[src/rtl/irq_agg_pkg.sv]
package irq_agg_pkg;

  // Next value of one status bit: a set event beats a clear in the same cycle.
  function automatic logic w1c_bit(input logic cur, input logic clr, input logic set);
    return set | (cur & ~clr);
  endfunction

  // One bit of the enabled-pending vector.
  function automatic logic pend_bit(input logic stat, input logic en);
    return stat & en;
  endfunction

endpackage

[src/rtl/irq_agg_sync.sv]
module irq_agg_sync #(
  parameter int W      = 5,
  parameter int STAGES = 2
) (
  input  logic         clk,
  input  logic         rst_n,
  input  logic [W-1:0] d,
  output logic [W-1:0] q
);
  logic [W-1:0] chain [STAGES];

  always_ff @(posedge clk or negedge rst_n) begin
    if (!rst_n) chain[0] <= '0;
    else        chain[0] <= d;
  end

  for (genvar s = 1; s < STAGES; s++) begin : g_stage
    always_ff @(posedge clk or negedge rst_n) begin
      if (!rst_n) chain[s] <= '0;
      else        chain[s] <= chain[s-1];
    end
  end

  assign q = chain[STAGES-1];
endmodule

[src/rtl/irq_agg_status.sv]
module irq_agg_status #(
  parameter int REG_W = 16
) (
  input  logic             clk,
  input  logic             rst_n,
  input  logic [REG_W-1:0] set_vec,
  input  logic [REG_W-1:0] clr_vec,
  output logic [REG_W-1:0] stat_q
);
  for (genvar b = 0; b < REG_W; b++) begin : g_bit
    always_ff @(posedge clk or negedge rst_n) begin
      if (!rst_n) stat_q[b] <= 1'b0;
      else        stat_q[b] <= irq_agg_pkg::w1c_bit(stat_q[b], clr_vec[b], set_vec[b]);
    end
  end
endmodule

[src/rtl/irq_agg_enable.sv]
module irq_agg_enable #(
  parameter int REG_W = 16
) (
  input  logic             clk,
  input  logic             rst_n,
  input  logic             en_wr,
  input  logic [REG_W-1:0] wdata,
  input  logic [REG_W-1:0] impl_mask,
  output logic [REG_W-1:0] en_q
);
  always_ff @(posedge clk or negedge rst_n) begin
    if (!rst_n)     en_q <= '0;
    else if (en_wr) en_q <= wdata & impl_mask;
  end
endmodule

[src/rtl/irq_aggregator.sv]
module irq_aggregator #(
  parameter int REG_W       = 16,
  parameter int INTX_LSB    = 5,
  parameter int MSI_BIT     = 3,
  parameter int SYNC_STAGES = 2,
  parameter int ADDR_W      = 2
) (
  input  logic              clk,
  input  logic              rst_n,
  input  logic [3:0]        intx_line,
  input  logic              msi_pend,
  input  logic              reg_wr,
  input  logic [ADDR_W-1:0] reg_addr,
  input  logic [REG_W-1:0]  reg_wdata,
  output logic [REG_W-1:0]  reg_rdata,
  output logic              irq_o
);
  localparam int NLINES = 4;
  localparam int NSRC   = NLINES + 1;
  localparam logic [ADDR_W-1:0] ADDR_STAT = ADDR_W'(0);
  localparam logic [ADDR_W-1:0] ADDR_EN   = ADDR_W'(1);

  logic [NSRC-1:0]  src_s;
  logic [REG_W-1:0] impl_mask;
  logic [REG_W-1:0] set_vec;
  logic [REG_W-1:0] clr_vec;
  logic [REG_W-1:0] stat_q;
  logic [REG_W-1:0] en_q;
  logic [REG_W-1:0] pending;
  logic             stat_wr;
  logic             en_wr;

  irq_agg_sync #(.W(NSRC), .STAGES(SYNC_STAGES)) u_sync (
    .clk(clk), .rst_n(rst_n), .d({msi_pend, intx_line}), .q(src_s)
  );

  // Place each synchronized source at its bit of the status word.
  for (genvar b = 0; b < REG_W; b++) begin : g_map
    if (b >= INTX_LSB && b < INTX_LSB + NLINES) begin : g_line
      assign set_vec[b]   = src_s[b-INTX_LSB];
      assign impl_mask[b] = 1'b1;
    end else if (b == MSI_BIT) begin : g_msg
      assign set_vec[b]   = src_s[NLINES];
      assign impl_mask[b] = 1'b1;
    end else begin : g_none
      assign set_vec[b]   = 1'b0;
      assign impl_mask[b] = 1'b0;
    end
  end

  assign stat_wr = reg_wr && (reg_addr == ADDR_STAT);
  assign en_wr   = reg_wr && (reg_addr == ADDR_EN);
  assign clr_vec = stat_wr ? (reg_wdata & impl_mask) : '0;

  irq_agg_status #(.REG_W(REG_W)) u_status (
    .clk(clk), .rst_n(rst_n), .set_vec(set_vec), .clr_vec(clr_vec), .stat_q(stat_q)
  );

  irq_agg_enable #(.REG_W(REG_W)) u_enable (
    .clk(clk), .rst_n(rst_n), .en_wr(en_wr), .wdata(reg_wdata),
    .impl_mask(impl_mask), .en_q(en_q)
  );

  for (genvar b = 0; b < REG_W; b++) begin : g_pend
    assign pending[b] = irq_agg_pkg::pend_bit(stat_q[b], en_q[b]);
  end

  assign irq_o = |pending;

  always_comb begin
    unique case (reg_addr)
      ADDR_STAT: reg_rdata = stat_q;
      ADDR_EN:   reg_rdata = en_q;
      default:   reg_rdata = '0;
    endcase
  end
endmodule

[config.mk]
export PLATFORM = sky130hd
export DESIGN_NAME = irq_aggregator
export DESIGN_NICKNAME = d
export VERILOG_FILES = /design/src/rtl/irq_agg_pkg.sv /design/src/rtl/irq_agg_sync.sv /design/src/rtl/irq_agg_status.sv /design/src/rtl/irq_agg_enable.sv /design/src/rtl/irq_aggregator.sv
export SDC_FILE = /design/constraint.sdc
export NUM_CORES = 1
export LEC_CHECK = 0
export BUFFER_PORTS_ARGS = -buffer_cell sky130_fd_sc_hd__buf_2
export CAP_MARGIN = 20
export CORE_ASPECT_RATIO = 1.1
export CORE_MARGIN = 10
export CORE_UTILIZATION = 50
export DETAILED_ROUTE_END_ITERATION = 8
export PLACE_DENSITY = 0.75
export REMOVE_ABC_BUFFERS = 1
export SLEW_MARGIN = 10
export SYNTH_ARGS = -nofsm -noshare
export SYNTH_HDL_FRONTEND = slang
export SYNTH_HIERARCHICAL = 1
export SYNTH_SLANG_ARGS = --single-unit
[constraint.sdc]
create_clock -name clk -period 1.2 [get_ports clk]
set_clock_uncertainty 0.15 [all_clocks]
set_input_delay 0.12 -clock clk [delete_from_list [all_inputs] [get_ports clk]]
set_output_delay 0.12 -clock clk [all_outputs]
set_load 0.01 [all_outputs]
==> summary.md, run 1 <==
Cells and area
* ratio of cells with drive above 1 in the final layout: 0.311
* final std cell area, no fill: 2900 sq um
* n_diodes: 0
* Final #Nets: 335
* fin util: 0.787
* P&R area growth vs syn: 50.3%

Worst setup path
* Worst Setup End Kind: output pin
* Reg2Reg Setup Slack: 50 ps
* type of the worst setup path: flop to output pin
* Max FO, Critical Path: 2
* highest-delay cell along the critical path: dfrtp_1
* crit path launch type: flop
* Crit path largest cell delay: 390 ps
* worst flop-to-flop path startpoint: u_enable/en_q[5]
* worst reg2reg path depth: 5
* Reg2Reg Capture Point: u_enable/en_q[5]
* cells along the critical path: a22o_1, a221oi_2, nand4_1, buf_2
* Worst EP required: 930 ps
* Arrival @ worst endpoint: 1450 ps

Drt
* residual DRC count: 0
* number of iterations in the first detailed-routing pass: 4
* remaining antenna violation count after routing: 0
* Vias/cell: 4.42
* routed len/inst: 13.0 microns
* drt first-iter violations: 66
* vias post-DR: 1585
* total detailed-routing wirelength: 4.67 mm

Logic synthesis
* synthesized-area fraction occupied by xor and xnor cells: 0
* gate count after technology mapping: 184
* mean post-synth cell area: 10.5 sq um
* main combinational cell family by area after synthesis: compound AO/OA/AOI/OAI gates
* summed instance area of the synthesized netlist: 1930 sq um
* fraction of synthesis flops using an asynchronous set or reset pin: 1.00
* Seq/Total Area, Yosys: 0.545
* area share of and/or/nand/nor cells after synthesis: 0.103
* distinct cell type count of the synthesized netlist: 20
* adder-cell area share of the yosys netlist: 0
* most used flip-flop cell after synthesis: dfrtp_1
* biggest area consumer among synthesized cells: dfrtp_1
* Yosys warning total: 6
* area fraction of the dominant cell type after synthesis: 0.545
* top cells by area, synth: dfrtp_1 (55%), mux2i_1 (8.3%), a21o_1 (6.2%), inv_1 (6.2%), nand3_1 (4.2%)
* number of enable flip-flop cells after synthesis: 0
* multiplexer share of the synthesized area: 0.0831
* #FFs+latches synth: 42
* area fraction in compound gates after synthesis: 0.150

Flow run
* Max-cap violations: 0

Timing
* post-route clock period utilization: 1.43
* setup repair after global routing missed its margin: yes
* Hold Violations, Final: 0
* worst setup slack after layout: -516 ps
* Setup-failing EPs final: 17
* Period minus WS final: 1720 ps
* f_max: 583 MHz
* count of final max-slew check failures: 0

Hold path
* Hold/Removal Path Class: input pin to async pin

Floorplanning
* Core Box Area: 3680 sq um
* initial core utilization: 0.523
* I/O pins: 43
* die area: 6740 sq um
* standard-cell row count: 23
* Die H: 85.1 microns
* Die Wd: 79.2 microns

Place
* half-perimeter wire length of the detailed placement result: 3.20 mm
* Port Buffer Count: 42
* Cell Area, Placed: 2540 sq um
* final RePlAce weighted congestion: 0.759

Outcome
* run status: complete, but fails checks
* violations in the final reports: setup timing

CTS
* Worst-Skew Late Latency: 280 ps
* maximum buffer depth of the clock tree: 2
* CTS tree: yes
* clk slew on worst S/H paths: 80 ps
* clock buffers created by TritonCTS: 5
* clock root cell: clkbuf_8
* CTS H-tree depth: 2
* clock sink count: 42

Power and ir drop
* total power consumption of the routed design: 3560 uW
* Leak: 0.00147 uW
* pwr dens: 1230 nW/um^2
* largest voltage drop on the vdd net: 0.831 mV

GRT
* via count of the first global-routing pass: 1684
* number of antenna violations at the first check in global routing: 0
* GRT Total Usage: 0.144
* first-pass GRT wire length: 7.75 mm
* GR Overflow Total: 0
* maximum number of pins on one net before global-route repair: 43

-- worst max path at each step --
stage | from | endpoint | slack [ps] | cells after the start
floorplan | reg_addr[1] | u_enable/en_q[0] | -20 | 2
global placement | u_status/stat_q[12] | irq_o | -160 | 4
detailed placement | u_status/stat_q[12] | irq_o | -190 | 4
CTS | u_enable/en_q[12] | irq_o | -500 | 4
global route | u_enable/en_q[12] | irq_o | -560 | 4
finish | u_enable/en_q[12] | irq_o | -520 | 4
-- layer usage --
metal | routed length [microns] | GRT usage
met4 | 54 | 0.0506
met1 | 1950 | 0.161
met2 | 2430 | 0.244
met5 | 0 | 0
met3 | 240 | 0.0527
-- cell families after synthesis --
group | count (synthesis)
compound gates | 40
buf+inv | 44
flops | 42
mux | 16
other cells | 2
simple gates | 40
-- worst max-delay path, delay by kind of cell, from the launching register on --
family / cells / cell delay, ps
compound gates: 2 / 470
flops: 1 / 390
simple gates: 1 / 130
buf+inv: 1 / 170
-- flip-flops by register name, indices dropped and copies added, names as in the netlist --
signal,count
u_sync/q,5
u_enable/en_q,16
u_status/stat_q,16
u_sync/chain,5
-- final cells by class --
| class | instances | area, sq um |
|---|---|---|
| flip-flops and latches | 42 | 1050 |
| clock inverters | 1 | 30.0 |
| multi-input cells | 134 | 801 |
| clock buffers | 6 | 82.6 |
| fillers | 252 | 786 |
| well taps | 50 | 62.6 |
| inverters | 32 | 120 |
| repair buffers | 94 | 751 |
-- cell usage after synthesis, types with 2 or more instances --
master,instances
a21o_1,16
a221oi_2,3
a22o_1,4
and2_1,5
buf_2,2
buf_4,8
conb_1,2
dfrtp_1,42
inv_1,32
mux2i_1,16
nand3_1,16
nor2_1,16
o21ai_0,15
-- stage by stage --
step	hold WS, ps	setup slack, ps	setup TNS (ps)	instances
6_report	174	-516	-3680	359
5_1_grt	192	-561	-4850	359
4_1_cts	178	-501	-3890	358
3_5_place_dp	-41.4	-190	-377	338
3_3_place_gp	-42.1	-164	-319	338
2_1_floorplan	-326	-23.8	-354	208
-- timing repair --
item / CTS / global route
pin swaps: 10 / 7
resized for setup: 23 / 9
setup endpoints to repair: 17 / 17
hold buffers: 11 / 0
gates cloned: 0 / 0
setup buffers: 6 / 6
hold endpoints to repair: 52 / 0
-- power breakdown --
| part | internal (uW) | switching, uW | leakage (uW) |
|---|---|---|---|
| Combinational | 466 | 337 | 0.000924 |
| Sequential | 1540 | 98.9 | 0.000487 |
| Clock | 665 | 446 | 0.0000573 |
-- cells in the final DEF (no fill, tap or decap), types with 2 or more instances in the layout --
| cell | count |
|---|---|
| buf_4 | 13 |
| mux2i_1 | 15 |
| buf_2 | 42 |
| a21o_1 | 16 |
| buf_12 | 2 |
| o21ai_0 | 15 |
| a22o_1 | 4 |
| inv_1 | 32 |
| dlygate4sd3_1 | 11 |
| nor2_1 | 16 |
| a221oi_2 | 4 |
| buf_6 | 26 |
| and2_1 | 5 |
| nand3_1 | 16 |
| conb_1 | 38 |
| clkbuf_8 | 6 |
| dfrtp_1 | 42 |
(Power assumes the default switching activity.)
==> inputs of run 2 (changes only) <==
--- a/config.mk
+++ b/config.mk
@@ -5,15 +5,13 @@
 export SDC_FILE = /design/constraint.sdc
 export NUM_CORES = 1
 export LEC_CHECK = 0
-export BUFFER_PORTS_ARGS = -buffer_cell sky130_fd_sc_hd__buf_2
 export CAP_MARGIN = 20
 export CORE_ASPECT_RATIO = 1.1
 export CORE_MARGIN = 10
 export CORE_UTILIZATION = 50
 export DETAILED_ROUTE_END_ITERATION = 8
-export PLACE_DENSITY = 0.75
+export DONT_BUFFER_PORTS = 1
 export REMOVE_ABC_BUFFERS = 1
-export SLEW_MARGIN = 10
 export SYNTH_ARGS = -nofsm -noshare
 export SYNTH_HDL_FRONTEND = slang
 export SYNTH_HIERARCHICAL = 1
==> summary.md, run 2 (synthesis gave the netlist of run 1 again) <==
CTS
* Hold-fix buffers, CTS: 10
* maximum buffer depth of the clock tree: 2
* clock buffers created by TritonCTS: 5
* clock root cell: clkbuf_8
* clock sink count: 42
* CTS tree: yes
* Worst-Skew Late Latency: 290 ps
* CTS H-tree depth: 2
* clk slew on worst S/H paths: 80 ps

GRT
* GR peak layer: met2
* GR Overflow Total: 0
* number of antenna violations at the first check in global routing: 0
* maximum number of pins on one net before global-route repair: 43
* first-pass GRT wire length: 6.86 mm
* global-route met1 utilization: 0.134
* via count of the first global-routing pass: 1482
* met3 routing resource usage after global routing: 0.0538
* GRT Total Usage: 0.126
* global-route met2 utilization: 0.215

Outcome
* violations in the final reports: hold timing, setup timing
* run status: complete, but fails checks

Cells and area
* Final #Nets: 279
* P&R area growth vs syn: 31.9%
* ratio of cells with drive above 1 in the final layout: 0.240
* fillcell total: 328
* most frequent standard cell in the layout excluding fill and tap cells: dfrtp_1
* n_diodes: 0
* fin util: 0.691
* commonest non-fill, non-tap cells in the layout: dfrtp_1 (42), conb_1 (38), inv_1 (32)
* registers with the most flip-flops: u_enable/en_q (16), u_status/stat_q (16)
* final non-filler cell total: 304

Timing
* worst hold slack across all endpoints: -642 ps
* Period minus WS final: 1640 ps
* post-route clock period utilization: 1.37
* worst setup slack after layout: -444 ps
* setup repair after global routing missed its margin: yes
* Setup-failing EPs final: 17
* f_max: 608 MHz
* count of final max-slew check failures: 0
* Hold Violations, Final: 42

Drt
* residual DRC count: 0
* routed len/inst: 13.8 microns
* drt first-iter violations: 48
* vias post-DR: 1377
* total detailed-routing wirelength: 4.19 mm
* number of iterations in the first detailed-routing pass: 4
* remaining antenna violation count after routing: 0
* Vias/cell: 4.53

Floorplanning
* Core Box Area: 3680 sq um
* standard-cell row count: 23
* Die Wd: 79.2 microns
* initial core utilization: 0.523
* die area: 6740 sq um
* I/O pins: 43
* Die H: 85.1 microns

Worst setup path
* Arrival @ worst endpoint: 1370 ps
* highest-delay cell along the critical path: dfrtp_1
* cells along the critical path: a22o_1, a221oi_2, nand4_1
* crit path launch type: flop
* Max FO, Critical Path: 2
* type of the worst setup path: flop to output pin
* Crit path largest cell delay: 400 ps
* Buf/Inv on CP: 0
* dominant delay contributor by cell family on the critical path: compound AO/OA/AOI/OAI gates
* Worst Setup End Kind: output pin
* Worst EP required: 930 ps

Flow run
* Max-cap violations: 0

Power and ir drop
* pwr dens: 1220 nW/um^2
* largest voltage drop on the vdd net: 0.848 mV
* Leak: 0.00118 uW
* total power consumption of the routed design: 3110 uW

Place
* Port Buffer Count: 0
* dpl cells: 279
* final RePlAce weighted congestion: 0.747
* half-perimeter wire length of the detailed placement result: 2.91 mm

Hold path
* Hold/Removal Path Class: input pin to async pin

[run 2: cell types whose count changed in the layout (fill, tap and decap cells not counted), moves of 3 or more]
cell / delta
buf_2: -42
buf_4: +3
buf_6: -15
mux2i_1: -6
mux2i_2: +6
nor2_1: -13
nor2_2: +13
[run 2: metal layers]
metal	wire [microns]	up-vias	share of wire
met2	2110	31	0.50
li1	-	697	-
met5	0	-	0
met3	351	6	0.084
met4	27	0	0.0064
met1	1700	643	0.41
[run 2: report_power, final]
group,switching [uW],internal [uW],leakage (uW),total [uW]
Clock,489,408,0.0000441,898
Sequential,100,1540,0.000487,1640
Combinational,243,322,0.000651,565
[run 2: cell type report]
type                            instances  area (sq um)  share of cell area
Sequential cell                        42          1050               0.413
Inverter                               32           120              0.0472
Tap cell                               50          62.6              0.0246
Clock inverter                          3          21.3             0.00836
Clock buffer                            5          68.8              0.0271
Multi-Input combinational cell        134           856               0.336
Timing Repair Buffer                   38           364               0.143
[run 2: final timing paths]
path                                       end                start  cells after the start  slack [ps]
max                                      irq_o  u_status/stat_q[12]                      3        -440
min                           u_enable/en_q[1]                rst_n                      0        -640
max reg2reg                u_status/stat_q[10]  u_status/stat_q[10]                      3         150
min reg2reg                        u_sync/q[3]      u_sync/chain[8]                      0         200
max in group asynchronous    u_enable/en_q[12]                rst_n                      0        1460
min in group clk                  reg_rdata[1]          reg_addr[1]                      1         120
[run 2: through the flow]
step | hold WS (ps) | instance area [sq um] | setup TNS, ps | setup WS, ps
3_3_place_gp | -324 | 2190 | -94.4 | -94.4
4_1_cts | -650 | 2420 | -2190 | -435
5_1_grt | -657 | 2540 | -2810 | -467
3_5_place_dp | -324 | 2190 | -112 | -112
6_report | -642 | 2540 | -2050 | -444
2_1_floorplan | -326 | 1960 | -354 | -23.8
[run 2: worst register-to-register path: stages, from the launching register on]
cell and delay (ps):
dfrtp_1 410, buf_6 130, buf_4 120, a21o_1 140
[run 2: repair_timing]
action                                  in CTS  in global routing
pin swaps                                    6                  8
endpoints found under the hold margin       57                 42
resized for setup                           12                 20
endpoints found under the setup margin      17                 17
gates cloned                                 0                  0
buffers inserted                             1                 11
